File: config.mk
export PLATFORM = sky130hd
export DESIGN_NAME = spi_shift_master
export DESIGN_NICKNAME = d
export VERILOG_FILES = /design/src/rtl/spi_shift_pkg.sv /design/src/rtl/spi_shift_timer.sv /design/src/rtl/spi_shift_lane_map.sv /design/src/rtl/spi_shift_rx.sv /design/src/rtl/spi_shift_master.sv
export SDC_FILE = /design/constraint.sdc
export NUM_CORES = 1
export LEC_CHECK = 0
export BUFFER_PORTS_ARGS = -buffer_cell sky130_fd_sc_hd__buf_4
export CORE_MARGIN = 2
export CORE_UTILIZATION = 59
export CTS_CLUSTER_DIAMETER = 120
export DETAILED_ROUTE_END_ITERATION = 10
export GPL_TIMING_DRIVEN = 0
export PLACE_DENSITY = 0.8
export SLEW_MARGIN = 20
export SYNTH_ARGS = -nofsm -noshare
export SYNTH_HDL_FRONTEND = slang
export SYNTH_HIERARCHICAL = 1
export SYNTH_SLANG_ARGS = --single-unit
File: constraint.sdc
create_clock -name clk -period 4.01 [get_ports clk]
set_input_delay 0.6015 -clock clk [delete_from_list [all_inputs] [get_ports clk]]
set_output_delay 0.6015 -clock clk [all_outputs]
set_load 0.05 [all_outputs]
File: src/rtl/spi_shift_pkg.sv
package spi_shift_pkg;

    localparam int WORD_W = 16;

    typedef enum logic [2:0] {
        ST_IDLE,
        ST_LEAD,
        ST_SHIFT,
        ST_TAIL,
        ST_GAP,
        ST_DONE
    } state_e;

    localparam logic [1:0] BUS_FULL  = 2'b00;
    localparam logic [1:0] BUS_WIDE  = 2'b01;
    localparam logic [1:0] BUS_3WIRE = 2'b10;

    typedef struct packed {
        logic       cpol;
        logic       cpha;
        logic       msb_first;
        logic       cs_high;
        logic       len16;
        logic [1:0] bus;
        logic       lane_swap;
        logic       rx_dir;
        logic       hiz;
        logic [1:0] lat_shift;
        logic       lat_fall;
    } cfg_t;

    // Word bit carried by position 'seq' of the serial sequence.
    function automatic logic [3:0] bit_pos(input logic [4:0] seq,
                                           input logic       len16,
                                           input logic       msb);
        logic [4:0] nb;
        nb = len16 ? 5'd16 : 5'd8;
        return msb ? 4'(nb - 5'd1 - seq) : seq[3:0];
    endfunction

endpackage

File: src/rtl/spi_shift_timer.sv
module spi_shift_timer #(
    parameter int W = 16
) (
    input  logic         clk,
    input  logic         rst_n,
    input  logic         load,
    input  logic [W-1:0] load_val,
    output logic         zero
);
    logic [W-1:0] cnt;

    always_ff @(posedge clk or negedge rst_n) begin
        if (!rst_n) begin
            cnt <= '0;
        end else if (load) begin
            cnt <= load_val;
        end else if (cnt != '0) begin
            cnt <= cnt - 1'b1;
        end
    end

    assign zero = (cnt == '0);
endmodule

File: src/rtl/spi_shift_lane_map.sv
module spi_shift_lane_map
    import spi_shift_pkg::*;
(
    input  logic [WORD_W-1:0] word,
    input  logic [3:0]        beat,
    input  logic [1:0]        bus,
    input  logic              lane_swap,
    input  logic              msb_first,
    input  logic              len16,
    output logic [1:0]        lanes
);
    logic first_bit;
    logic second_bit;
    logic single_bit;

    always_comb begin
        first_bit  = word[bit_pos({beat, 1'b0}, len16, msb_first)];
        second_bit = word[bit_pos({beat, 1'b1}, len16, msb_first)];
        single_bit = word[bit_pos({1'b0, beat}, len16, msb_first)];
        if (bus == BUS_WIDE) begin
            lanes = lane_swap ? {second_bit, first_bit} : {first_bit, second_bit};
        end else begin
            lanes = {1'b0, single_bit};
        end
    end
endmodule

File: src/rtl/spi_shift_rx.sv
module spi_shift_rx
    import spi_shift_pkg::*;
(
    input  logic              clk,
    input  logic              rst_n,
    input  logic              clr,
    input  logic              strobe,
    input  logic [1:0]        lat_shift,
    input  logic [1:0]        bus,
    input  logic              lane_swap,
    input  logic              msb_first,
    input  logic              len16,
    input  logic [1:0]        sd_in,
    output logic [WORD_W-1:0] rx_word
);
    logic [1:0] strobe_d;
    logic [3:0] rx_beat;
    logic       cap;

    always_comb begin
        unique case (lat_shift)
            2'd0:    cap = strobe;
            2'd1:    cap = strobe_d[0];
            default: cap = strobe_d[1];
        endcase
    end

    always_ff @(posedge clk or negedge rst_n) begin
        if (!rst_n) begin
            strobe_d <= '0;
            rx_beat  <= '0;
            rx_word  <= '0;
        end else begin
            strobe_d <= {strobe_d[0], strobe};
            if (clr) begin
                rx_beat <= '0;
                rx_word <= '0;
            end else if (cap) begin
                rx_beat <= rx_beat + 1'b1;
                if (bus == BUS_WIDE) begin
                    rx_word[bit_pos({rx_beat, 1'b0}, len16, msb_first)] <= lane_swap ? sd_in[0] : sd_in[1];
                    rx_word[bit_pos({rx_beat, 1'b1}, len16, msb_first)] <= lane_swap ? sd_in[1] : sd_in[0];
                end else if (bus == BUS_3WIRE) begin
                    rx_word[bit_pos({1'b0, rx_beat}, len16, msb_first)] <= sd_in[0];
                end else begin
                    rx_word[bit_pos({1'b0, rx_beat}, len16, msb_first)] <= sd_in[1];
                end
            end
        end
    end
endmodule

File: src/rtl/spi_shift_master.sv
module spi_shift_master
    import spi_shift_pkg::*;
#(
    parameter int DIV_W = 8,
    parameter int DLY_W = 16
) (
    input  logic              clk,
    input  logic              rst_n,
    input  logic              start,
    input  logic [WORD_W-1:0] tx_data,
    input  logic [1:0]        cfg_mode,
    input  logic              cfg_msb_first,
    input  logic              cfg_cs_high,
    input  logic              cfg_len16,
    input  logic [1:0]        cfg_bus,
    input  logic              cfg_lane_swap,
    input  logic              cfg_rx_dir,
    input  logic              cfg_hiz,
    input  logic [1:0]        cfg_lat_shift,
    input  logic              cfg_lat_fall,
    input  logic [DIV_W-1:0]  cfg_half,
    input  logic [DLY_W-1:0]  cfg_lead,
    input  logic [DLY_W-1:0]  cfg_gap,
    input  logic [1:0]        sd_in,
    output logic              busy,
    output logic              done,
    output logic              sclk,
    output logic              cs,
    output logic [1:0]        sd_out,
    output logic [1:0]        sd_oe,
    output logic [WORD_W-1:0] rx_data
);
    localparam int TMR_W = (DIV_W + 1 > DLY_W) ? DIV_W + 1 : DLY_W;

    state_e             state, state_nx;
    cfg_t               cfg_in, cfg_q;
    logic [WORD_W-1:0]  tx_q;
    logic [DIV_W-1:0]   half_q, half_eff;
    logic [DLY_W-1:0]   gap_q;
    logic [5:0]         edge_cnt, edge_k, edges_total;
    logic [3:0]         beat;
    logic               sclk_q, cs_act;
    logic               tmr_load, tmr_zero;
    logic [TMR_W-1:0]   tmr_val;
    logic               edge_now, last_edge, launch, strobe, accept;
    logic               half_dup, tx_drv, wide;
    logic [1:0]         lanes;

    always_comb begin
        cfg_in = '{cpol: cfg_mode[1], cpha: cfg_mode[0], msb_first: cfg_msb_first,
                   cs_high: cfg_cs_high, len16: cfg_len16, bus: cfg_bus,
                   lane_swap: cfg_lane_swap, rx_dir: cfg_rx_dir, hiz: cfg_hiz,
                   lat_shift: cfg_lat_shift, lat_fall: cfg_lat_fall};
    end

    assign accept      = (state == ST_IDLE) && start;
    assign half_eff    = (half_q == '0) ? DIV_W'(1) : half_q;
    assign wide        = (cfg_q.bus == BUS_WIDE);
    assign edges_total = wide ? (cfg_q.len16 ? 6'd16 : 6'd8) : (cfg_q.len16 ? 6'd32 : 6'd16);
    assign edge_now    = (state == ST_SHIFT) && tmr_zero;
    assign edge_k      = edge_cnt + 6'd1;
    assign last_edge   = (edge_k == edges_total);
    assign launch      = edge_now && (cfg_q.cpha ? edge_k[0] : (!edge_k[0] && !last_edge));
    assign strobe      = edge_now && ((~sclk_q) == (~cfg_q.lat_fall));

    // Next state and timer reload
    always_comb begin
        state_nx = state;
        tmr_load = 1'b0;
        tmr_val  = '0;
        unique case (state)
            ST_IDLE: if (start) begin
                state_nx = ST_LEAD;
                tmr_load = 1'b1;
                tmr_val  = TMR_W'(cfg_lead);
            end
            ST_LEAD: if (tmr_zero) begin
                state_nx = ST_SHIFT;
                tmr_load = 1'b1;
                tmr_val  = TMR_W'(half_eff) - 1'b1;
            end
            ST_SHIFT: if (tmr_zero) begin
                tmr_load = 1'b1;
                if (last_edge) begin
                    state_nx = ST_TAIL;
                    tmr_val  = TMR_W'(half_eff) + 1'b1;
                end else begin
                    tmr_val  = TMR_W'(half_eff) - 1'b1;
                end
            end
            ST_TAIL: if (tmr_zero) begin
                state_nx = ST_GAP;
                tmr_load = 1'b1;
                tmr_val  = TMR_W'(gap_q);
            end
            ST_GAP:  if (tmr_zero) state_nx = ST_DONE;
            ST_DONE: state_nx = ST_IDLE;
            default: state_nx = ST_IDLE;
        endcase
    end

    // State register
    always_ff @(posedge clk or negedge rst_n) begin
        if (!rst_n) state <= ST_IDLE;
        else        state <= state_nx;
    end

    // Output and datapath registers
    always_ff @(posedge clk or negedge rst_n) begin
        if (!rst_n) begin
            cfg_q    <= '0;
            tx_q     <= '0;
            half_q   <= '0;
            gap_q    <= '0;
            sclk_q   <= 1'b0;
            cs_act   <= 1'b0;
            edge_cnt <= '0;
            beat     <= '0;
        end else if (accept) begin
            cfg_q    <= cfg_in;
            tx_q     <= tx_data;
            half_q   <= cfg_half;
            gap_q    <= cfg_gap;
            sclk_q   <= cfg_in.cpol;
            cs_act   <= 1'b1;
            edge_cnt <= '0;
            beat     <= '0;
        end else if (edge_now) begin
            sclk_q   <= ~sclk_q;
            edge_cnt <= edge_k;
            if (launch) beat <= edge_k[4:1];
        end else if ((state == ST_TAIL) && tmr_zero) begin
            cs_act   <= 1'b0;
            sclk_q   <= cfg_q.cpol;
        end
    end

    spi_shift_timer #(.W(TMR_W)) u_timer (
        .clk(clk), .rst_n(rst_n), .load(tmr_load), .load_val(tmr_val), .zero(tmr_zero)
    );

    spi_shift_lane_map u_map (
        .word(tx_q), .beat(beat), .bus(cfg_q.bus), .lane_swap(cfg_q.lane_swap),
        .msb_first(cfg_q.msb_first), .len16(cfg_q.len16), .lanes(lanes)
    );

    spi_shift_rx u_rx (
        .clk(clk), .rst_n(rst_n), .clr(accept), .strobe(strobe),
        .lat_shift(cfg_q.lat_shift), .bus(cfg_q.bus), .lane_swap(cfg_q.lane_swap),
        .msb_first(cfg_q.msb_first), .len16(cfg_q.len16), .sd_in(sd_in), .rx_word(rx_data)
    );

    assign half_dup = (cfg_q.bus == BUS_WIDE) || (cfg_q.bus == BUS_3WIRE);
    assign tx_drv   = !half_dup || !cfg_q.rx_dir;

    assign busy     = (state != ST_IDLE) && (state != ST_DONE);
    assign done     = (state == ST_DONE);
    assign sclk     = sclk_q;
    assign cs       = cfg_q.cs_high ? cs_act : ~cs_act;
    assign sd_out   = (cs_act && tx_drv) ? lanes : 2'b00;
    assign sd_oe[0] = cs_act ? tx_drv : !cfg_q.hiz;
    assign sd_oe[1] = wide && (cs_act ? tx_drv : !cfg_q.hiz);
endmodule

# [After elaboration in Yosys (flattened, before gate mapping)]
# Index checks and enable logic that the tools add are counted.
# W data, S select, Z words.
[totals] register_bits=106 out_inout_bits=24
[classes] add_sub_neg=12 order_cmp=9 eq_ne=18 mux=71 bitwise_logic=3 n_reduce_logical=35
[op_table] operator="$mux W16" n=11
[op_table] operator="$bwmux W16" n=4
[op_table] operator="$pmux W16 S4" n=1
[op_table] operator="$mux W4" n=12
[op_table] operator="$lt A4 B5 Y1 const B" n=6
[op_table] operator="$mux W6" n=4
[op_table] operator="$sub A4 B4 Y4" n=6
[op_table] operator="$mux W1" n=19
[op_table] operator="$mux W3" n=6
[op_table] operator="$logic_not A16 Y1" n=1
[op_table] operator="$reduce_bool A16 Y1" n=1
[op_table] operator="$sub A16 B1 Y16 const B" n=1
[op_table] operator="$pmux W3 S5" n=1
[op_table] operator="$bmux W1 S4" n=3
[op_table] operator="$demux W1 S4" n=3
[op_table] operator="$ge A4 B1 Y1 const B" n=3
[op_table] operator="$logic_and A1 B1 Y1" n=12
[op_table] operator="$ne A2 B2 Y1 const B" n=6
[op_table] operator="$reduce_bool A2 Y1" n=5
[op_table] operator="$add A8 B1 Y9 const B" n=1
[op_table] operator="$sub A8 B1 Y9 const B" n=1
[op_table] operator="$logic_not A8 Y1" n=1
[op_table] operator="$mux W8" n=1
[op_table] operator="$add A6 B1 Y6 const B" n=1
[op_table] operator="other kinds (23)" n=38

# [Logic depth before layout (Yosys ltp)]
# Gate-level depths: netlist (run 1).
[depth] word_depth=13 depth_mapped=15 depth_no_buf=13

# [By module]
# The synthesis (run 1) kept the hierarchy.
[modules_own_cells] mod="spi_shift_master" instances=1 cells_per_inst=326 area_each_um2=3634.7 seq_area_each_um2=1701.6
[modules_own_cells] mod="spi_shift_rx" instances=1 cells_per_inst=189 area_each_um2=1707.9 seq_area_each_um2=550.5
[modules_own_cells] mod="spi_shift_timer" instances=1 cells_per_inst=104 area_each_um2=1006.0 seq_area_each_um2=400.4
[modules_own_cells] mod="spi_shift_lane_map" instances=1 cells_per_inst=92 area_each_um2=714.4 seq_area_each_um2=0.0

# [Worst setup path after synthesis (run 1)]
# Ideal clock, no wire load.
[synth_path] path_type="reg2reg" startpoint="register u_timer.cnt[0]" endpoint="register u_rx.rx_word[2]" setup_time_ns=0.125 arrival_ns=3.269 t_required_ns=3.885 path_slack_ns=0.616 stages_incl_launch_ff=16 path_cell_list="dfrtp_1 inv_1 ha_1 nor3b_4 nand3_2 nor2_1 nor2b_1 nand2_1 clkbuf_1 nor2_1 mux2i_1 o211ai_1 buf_2 o211ai_1 nor2_1 mux2_2"
[synth_between] elab_chain_cells=5
[synth_lines] item="start: declaration" line_no="spi_shift_timer.sv:10" text="logic [W-1:0] cnt;"
[synth_lines] item="start signal: assignment" line_no="spi_shift_timer.sv:16" text="cnt <= load_val;"
[synth_lines] item="start signal: assignment" line_no="spi_shift_timer.sv:18" text="cnt <= cnt - 1'b1;"
[synth_lines] item="$logic_not A16 Y1" line_no="spi_shift_timer.sv:22" text="assign zero = (cnt == '0);"
[synth_lines] item="via tmr_zero" line_no="spi_shift_master.sv:43" text="logic tmr_load, tmr_zero;"
[synth_lines] item="$logic_and A1 B1 Y1" line_no="spi_shift_master.sv:60" text="assign edge_now = (state == ST_SHIFT) && tmr_zero;"
[synth_lines] item="$logic_and A1 B1 Y1" line_no="spi_shift_master.sv:64" text="assign strobe = edge_now && ((~sclk_q) == (~cfg_q.lat_fall));"
[synth_lines] item="via strobe" line_no="spi_shift_master.sv:45" text="logic edge_now, last_edge, launch, strobe, accept;"
[synth_lines] item="$pmux W1 S2" line_no="spi_shift_rx.sv:21" text="unique case (lat_shift)"
[synth_lines] item="$reduce_bool A2 Y1 (no line)"
[synth_lines] item="end signal: indexed assignment" line_no="spi_shift_rx.sv:41" text="rx_word[bit_pos({rx_beat, 1'b0}, len16, msb_first)] <= lane_swap ? sd_in[0] : sd_in[1];"
[synth_lines] item="end signal: indexed assignment" line_no="spi_shift_rx.sv:42" text="rx_word[bit_pos({rx_beat, 1'b1}, len16, msb_first)] <= lane_swap ? sd_in[1] : sd_in[0];"
[synth_lines] item="end signal: indexed assignment" line_no="spi_shift_rx.sv:44" text="rx_word[bit_pos({1'b0, rx_beat}, len16, msb_first)] <= sd_in[0];"
[synth_lines] item="end: declaration" line_no="spi_shift_rx.sv:14" text="output logic [WORD_W-1:0] rx_word"
# The timed path passes the listed nets, and every way through them passes these cells.
# A chain may end at the register's enable or synchronous reset.

# [Worst setup path after layout (run 1)]
[layout_path] startpoint="register u_timer.cnt[0]" endpoint="register u_rx.rx_word[5]"
# The elaborated chain is that of the path after synthesis.

==> flow_summary.toml, run 1 <==
[outcome]
outcome = "finished, final reports clean"

[critical_path]
r2r_cells = 15
r2r_start = "u_timer/cnt[0]"
critPathSlowestCell = "dfrtp_1"
end_kind = "register"
r2r_end = "u_rx/rx_word[5]"
worstSetupPathType = "register to register"
ff2ff_setup_slack_ps = 360
critical_path.most_common_cell = "nor2_1"
path_max_fanout = 10
max_stage_delay_ps = 440
worstSetupStartpointType = "register"
arrival_ps = 3900
crit_required_ps = 4260
crit_chain = "inv_1 > ha_1 > nor3b_4 > nand3_2 > nor2_4 > nor2b_4 > nand2_2 > clkbuf_2 > nor2_1 > mux2i_1 > o211ai_1 > buf_2 > o211ai_2 > nor2_1 > mux2_2"

[route]
routedWlPerCell_um = 18.9
drt_iter0_drc = 530
wirelength_um = 18400
drc = 0
drt-pass1-iter-count = 5
ant_nets = 0
vias = 6095
via_per_inst = 6.29

[sta]
finalHoldViolations = 0
worst_slew_pin_slew_ps = 953
period_needed_ps = 3650
setup_viol = 0
slew_headroom = 0.365
rsz0062_at_grt = "false"
post-route-period-util = 0.911
fmax_ghz = 0.274
holdWs_ps = 356
finClkSkew_ps = 8.23
slew_violations = 0

[finish]
regArea_um2 = 2650
nFillCells = 879
multi_input_area_um2 = 4100
utilization = 0.722
nets = 906
syn2layout_area_growth_pct = 18.1
drive_above_1_share = 0.295
diodes = 0

[logic_synthesis]
synth-seq-area-share = 0.376
yosysWarnings = 6
ys_async_sr_fraction = 1.00
synth_flop_cell = "dfrtp_1"
synth_edf_count = 0
synth_cells = 711
syn-num-nets = 796
syn-mean-instance-area_um2 = 9.93
netlist_area_um2 = 7060
synth_cell_types = 81
ys_seq_elements = 106

[global_route]
grt_remaining_overflow = 0
grt_max_degree = 107
track_usage = 0.296
antenna_found_initial = 0
grt_pass1_vias = 6188
grt_pass1_wl_um = 30100

[clocking]
cts_tree = "yes"
clkSinkCount = 106
clock_latency_ps = 360
clockRootBuffer = "clkbuf_16"
cts_made_buffers = 9
clk_pin_slew_ps = 80
cts-htree-levels = 3
clockBufferDepth = 2

[die]
die_area_um2 = 12900
design.portCount = 98
die_x_um = 113
rows = 39
core_area_um2 = 11600
start_util = 0.611
die_h_um = 113

[pwr]
power_w = 0.00337
ir_drop_mv = 0.418
clkPwrFrac = 0.294
seqPwrFrac = 0.422
p_sw_frac = 0.337
p_int_w = 0.00223
power.switching_w = 0.00114
p_leak_nw = 3.56
p_comb_frac = 0.283
power_density_nw_per_um2 = 404

[place]
port_buffers = 97
gp_congestion = 0.916
hpwl_um = 13700

[hold_path]
hold_path_class = "input port to asynchronous set/reset pin"

[run]
cap_violations = 0
==> registers in the layout, indices dropped and copies added, names as in the netlist <==
signal and flops:
gap_q 16, tx_q 16, u_rx/rx_word 16, u_timer/cnt 16, cfg_q 13, half_q 8, edge_cnt 6, beat 4
u_rx/rx_beat 4, state 3, u_rx/strobe_d 2, cs_act 1, sclk 1
==> layout make-up <==
class                      count  area share
buffer                        41      0.0301
clock buffer                   9      0.0270
clock inverter                 7      0.0133
inverter                      22     0.00990
multi-input combinational    542       0.491
sequential                   106       0.318
tap                          143      0.0214
timing repair buffer          99      0.0895
==> layer usage <==
layer  track usage  vias to the layer above  part of all wire  wire [um]
li1              -                     2858                 -          -
met1         0.368                     2965              0.42       7660
met2         0.495                      237              0.49       8910
met3        0.0882                       35             0.072       1330
met4         0.102                        0             0.025        461
met5             0                        -                 0          0
==> power groups by stage <==
stage	registers, W	logic [W]	clock network (W)
6_report	0.00142	0.000955	0.000992
5_1_grt	0.00145	0.00104	0.00104
4_1_cts	0.00142	0.000945	0.00101
3_5_place_dp	0.00144	0.000933	0
3_3_place_gp	0.00142	0.000896	0
2_1_floorplan	0.00140	0.000677	0
==> synthesized netlist by cell type (4+ instances only) <==
cell type | n | area (um2)
o21ai_0 | 41 | 205
nor2b_1 | 18 | 113
buf_6 | 4 | 45.0
clkbuf_1 | 8 | 30.0
and3_1 | 6 | 37.5
or3_1 | 4 | 25.0
a22oi_1 | 13 | 97.6
nand4_1 | 6 | 37.5
o221ai_1 | 6 | 52.6
a22o_1 | 5 | 43.8
a21oi_1 | 17 | 85.1
a31oi_1 | 7 | 43.8
nor2_1 | 38 | 143
xor2_1 | 9 | 78.8
o21a_1 | 7 | 52.6
a221o_1 | 9 | 90.1
ha_1 | 11 | 138
nor4b_1 | 4 | 35.0
o211ai_1 | 7 | 52.6
o22ai_1 | 21 | 131
nand2b_1 | 16 | 100
buf_2 | 22 | 110
mux2_2 | 67 | 754
nand3_1 | 23 | 115
nand2_1 | 52 | 195
dfrtp_1 | 106 | 2650
nor3_1 | 17 | 85.1
o21ai_1 | 4 | 20.0
inv_1 | 22 | 82.6
o211a_1 | 8 | 80.1
buf_4 | 6 | 45.0
mux2i_1 | 16 | 160
xnor2_1 | 25 | 219
a21o_1 | 5 | 37.5
mux2_1 | 8 | 90.1
==> metrics by stage <==
stage                     instance area (um2)  TNS (ps)  std cells  worst slack [ps]
after floorplan                          7060         0        711               616
after global placement                   7970     -2320        951              -302
after detailed placement                 7970     -4340        951              -424
after CTS                                8330         0        968              15.3
after global routing                     8340         0        969              69.6
final                                    8340         0        969               357
==> kinds of logic (layout without fill, tap and decap cells) <==
kind of cell / count (synthesis) / after routing / share of synthesized area
AND/OR/NAND/NOR: 216 / 216 / 0.168
AO/OA/AOI/OAI: 184 / 184 / 0.186
flip-flops: 106 / 106 / 0.376
multiplexers: 95 / 95 / 0.157
buffers and inverters: 63 / 178 / 0.0471
XOR/XNOR: 36 / 36 / 0.0477
adder cells (fa/ha/maj): 11 / 11 / 0.0195
==> placed cells by master (no fill, tap or decap), drive strengths merged, types with 17 or more instances in the layout <==
| master | Yosys | layout |
|---|---|---|
| buf | 33 | 132 |
| dfrtp | 106 | 106 |
| mux2 | 75 | 75 |
| nand2 | 52 | 52 |
| o21ai | 46 | 46 |
| nor2 | 39 | 39 |
| xnor2 | 25 | 25 |
| nand3 | 24 | 24 |
| inv | 22 | 24 |
| o22ai | 21 | 21 |
| a21oi | 20 | 20 |
| nor2b | 18 | 18 |
| nor3 | 17 | 17 |
| clkbuf | 8 | 17 |
==> worst max-delay path, delay by kind of cell, from the launching register on <==
kind | cells | cell delay, ps
AOI/OAI and AO/OA | 2 | 400
adders and majority gates | 1 | 190
buffers and inverters | 3 | 600
DFF | 1 | 440
muxes | 2 | 480
and+or+nand+nor | 7 | 1430
==> worst max path at each step <==
stage	from	to	slack, ps	cells after the start
floorplan	u_timer/cnt[0]	u_rx/rx_word[2]	620	15
global route	u_timer/cnt[0]	u_rx/rx_word[3]	70	15
detailed placement	u_timer/cnt[0]	u_rx/rx_word[5]	-420	15
global placement	u_timer/cnt[0]	u_rx/rx_word[3]	-300	15
CTS	u_timer/cnt[0]	u_rx/rx_word[5]	20	15
finish	u_timer/cnt[0]	u_rx/rx_word[5]	360	15
==> repair_timing <==
| item | CTS | global route |
|---|---|---|
| endpoints found under the hold margin | 0 | 0 |
| buffers inserted | 1 | 1 |
| pin swaps | 0 | 1 |
| setup endpoints to repair | 19 | 19 |
| gates cloned | 0 | 0 |
| gates resized for setup | 2 | 5 |
| hold buffers | 0 | 0 |
Power figures use the tool's default switching activity.
==> inputs of run 2 (changes only) <==
--- a/config.mk
+++ b/config.mk
@@ -6,12 +6,14 @@
 export NUM_CORES = 1
 export LEC_CHECK = 0
 export BUFFER_PORTS_ARGS = -buffer_cell sky130_fd_sc_hd__buf_4
+export CELL_PAD_IN_SITES_DETAIL_PLACEMENT = 0
+export CELL_PAD_IN_SITES_GLOBAL_PLACEMENT = 1
 export CORE_MARGIN = 2
-export CORE_UTILIZATION = 59
+export CORE_UTILIZATION = 45
 export CTS_CLUSTER_DIAMETER = 120
 export DETAILED_ROUTE_END_ITERATION = 10
 export GPL_TIMING_DRIVEN = 0
-export PLACE_DENSITY = 0.8
+export PLACE_DENSITY_LB_ADDON = 0.1
 export SLEW_MARGIN = 20
 export SYNTH_ARGS = -nofsm -noshare
 export SYNTH_HDL_FRONTEND = slang
==> flow_summary.toml, run 2 (synthesized netlist as in run 1, its figures left out) <==
[place]
dpl_cell_area_um2 = 8060
gp_congestion = 0.917
port_buffers = 97
hpwl_um = 14100

[sta]
fmax_ghz = 0.267
tns_ps = 0
finClkSkew_ps = 9.71
slew_headroom = 0.496
finalHoldViolations = 0
slew_violations = 0
setup_viol = 0
worst_slew_pin_slew_ps = 750
post-route-period-util = 0.933
period_needed_ps = 3740

[clocking]
cts_hold_buf = 0
clockRootBuffer = "clkbuf_16"
cts_tree = "yes"
clkSinkCount = 106
clock_latency_ps = 350
clockBufferDepth = 2
cts-htree-levels = 3
clk_pin_slew_ps = 80
cts_made_buffers = 9

[route]
routedWlPerCell_um = 18.4
top_layer = "met4"
drc = 0
wl_met2_um = 9220
drt_iter0_drc = 367
via_per_inst = 5.84
wirelength_um = 19000
ant_nets = 0
wl_met1_um = 8530
vias = 6055
dr_wl_met3_um = 972
drt-pass1-iter-count = 5

[pwr]
power_density_nw_per_um2 = 384
p_leak_nw = 3.54
ir_drop_mv = 0.265
power_w = 0.00322

[critical_path]
path_max_fanout = 10
arrival_ps = 3980
crit_buf_inv = 3
crit_chain = "inv_1 > ha_1 > nor3b_4 > nand3_2 > nor2_4 > nor2b_2 > nand2_2 > clkbuf_2 > nor2_1 > mux2i_1 > o211ai_1 > buf_2 > o211ai_1 > nor2_1 > mux2_2"
critPathSlowestCell = "dfrtp_1"
worstSetupPathType = "register to register"
crit_required_ps = 4250
worstSetupStartpointType = "register"
max_stage_delay_ps = 420
cp_top_family = "simple AND/OR/NAND/NOR gates"
end_kind = "register"

[die]
die_area_um2 = 16700
design.portCount = 98
die_x_um = 129
rows = 45
start_util = 0.463
core_area_um2 = 15300
die_h_um = 129

[global_route]
track_usage = 0.238
grt_max_degree = 107
grt_remaining_overflow = 0
antenna_found_initial = 0
grt_pass1_vias = 6103
grt_pass1_wl_um = 31200

[finish]
layout_common_cells = "dfrtp_1 (106), buf_4 (103), mux2_2 (67), nand2_1 (51), o21ai_0 (41)"
final_common_cell = "dfrtp_1"
nFillCells = 1405
fin_area_um2 = 8390
drive_above_1_share = 0.295
diodes = 0
syn2layout_area_growth_pct = 18.7
nets = 906

[outcome]
outcome = "finished, final reports clean"

[hold_path]
hold_path_class = "input port to asynchronous set/reset pin"

[run]
cap_violations = 0
-- run 2: report_power, final --
group          switching (W)  internal [W]
Clock               0.000413      0.000440
Sequential          0.000191       0.00123
Combinational       0.000495      0.000451
Total                0.00110       0.00212
-- run 2: metal layers --
layer | vias to the layer above | track usage
met2 | 162 | 0.409
met3 | 18 | 0.0508
met5 | - | 0
met4 | 0 | 0.0582
li1 | 2868 | -
met1 | 3007 | 0.307
-- run 2: final cells by class --
| cell class | count | area [um2] | share of cell area |
|---|---|---|---|
| Multi-Input combinational cell | 542 | 4090 | 0.488 |
| Sequential cell | 106 | 2650 | 0.316 |
| Timing Repair Buffer | 99 | 767 | 0.0915 |
| Tap cell | 211 | 264 | 0.0315 |
| Buffer | 41 | 251 | 0.0300 |
| Clock buffer | 10 | 239 | 0.0285 |
| Inverter | 22 | 82.6 | 0.00985 |
| Clock inverter | 5 | 40.0 | 0.00477 |
-- run 2: repair_timing --
item	CTS	global route
pin swaps	0	0
endpoints found under the setup margin	17	14
gates resized for setup	2	3
setup buffers	1	0
-- run 2: per-stage QoR --
| stage | hold slack, ps | setup WS, ps | utilization | std cells |
|---|---|---|---|---|
| 3_3_place_gp | 359 | -291 | 0.528 | 1019 |
| 6_report | 117 | 269 | 0.550 | 1036 |
| 2_1_floorplan | 306 | 616 | - | 711 |
| 3_5_place_dp | 368 | -374 | 0.528 | 1019 |
| 5_1_grt | 122 | -4.27 | 0.550 | 1036 |
| 4_1_cts | 395 | 49.4 | 0.547 | 1035 |
-- run 2: final timing paths --
| path | from | end | slack [ps] | depth (start not counted) |
|---|---|---|---|---|
| worst max register to register | u_timer/cnt[0] | u_rx/rx_word[2] | 270 | 15 |
| worst min-delay path | rst_n | tx_q[8] | 120 | 1 |
| min in group clk | u_rx/strobe_d[0] | u_rx/strobe_d[1] | 400 | 0 |
| worst min register to register | u_rx/strobe_d[0] | u_rx/strobe_d[1] | 400 | 0 |
| worst max-delay path | u_timer/cnt[0] | u_rx/rx_word[2] | 270 | 15 |
| max in group asynchronous | rst_n | half_q[1] | 3200 | 2 |
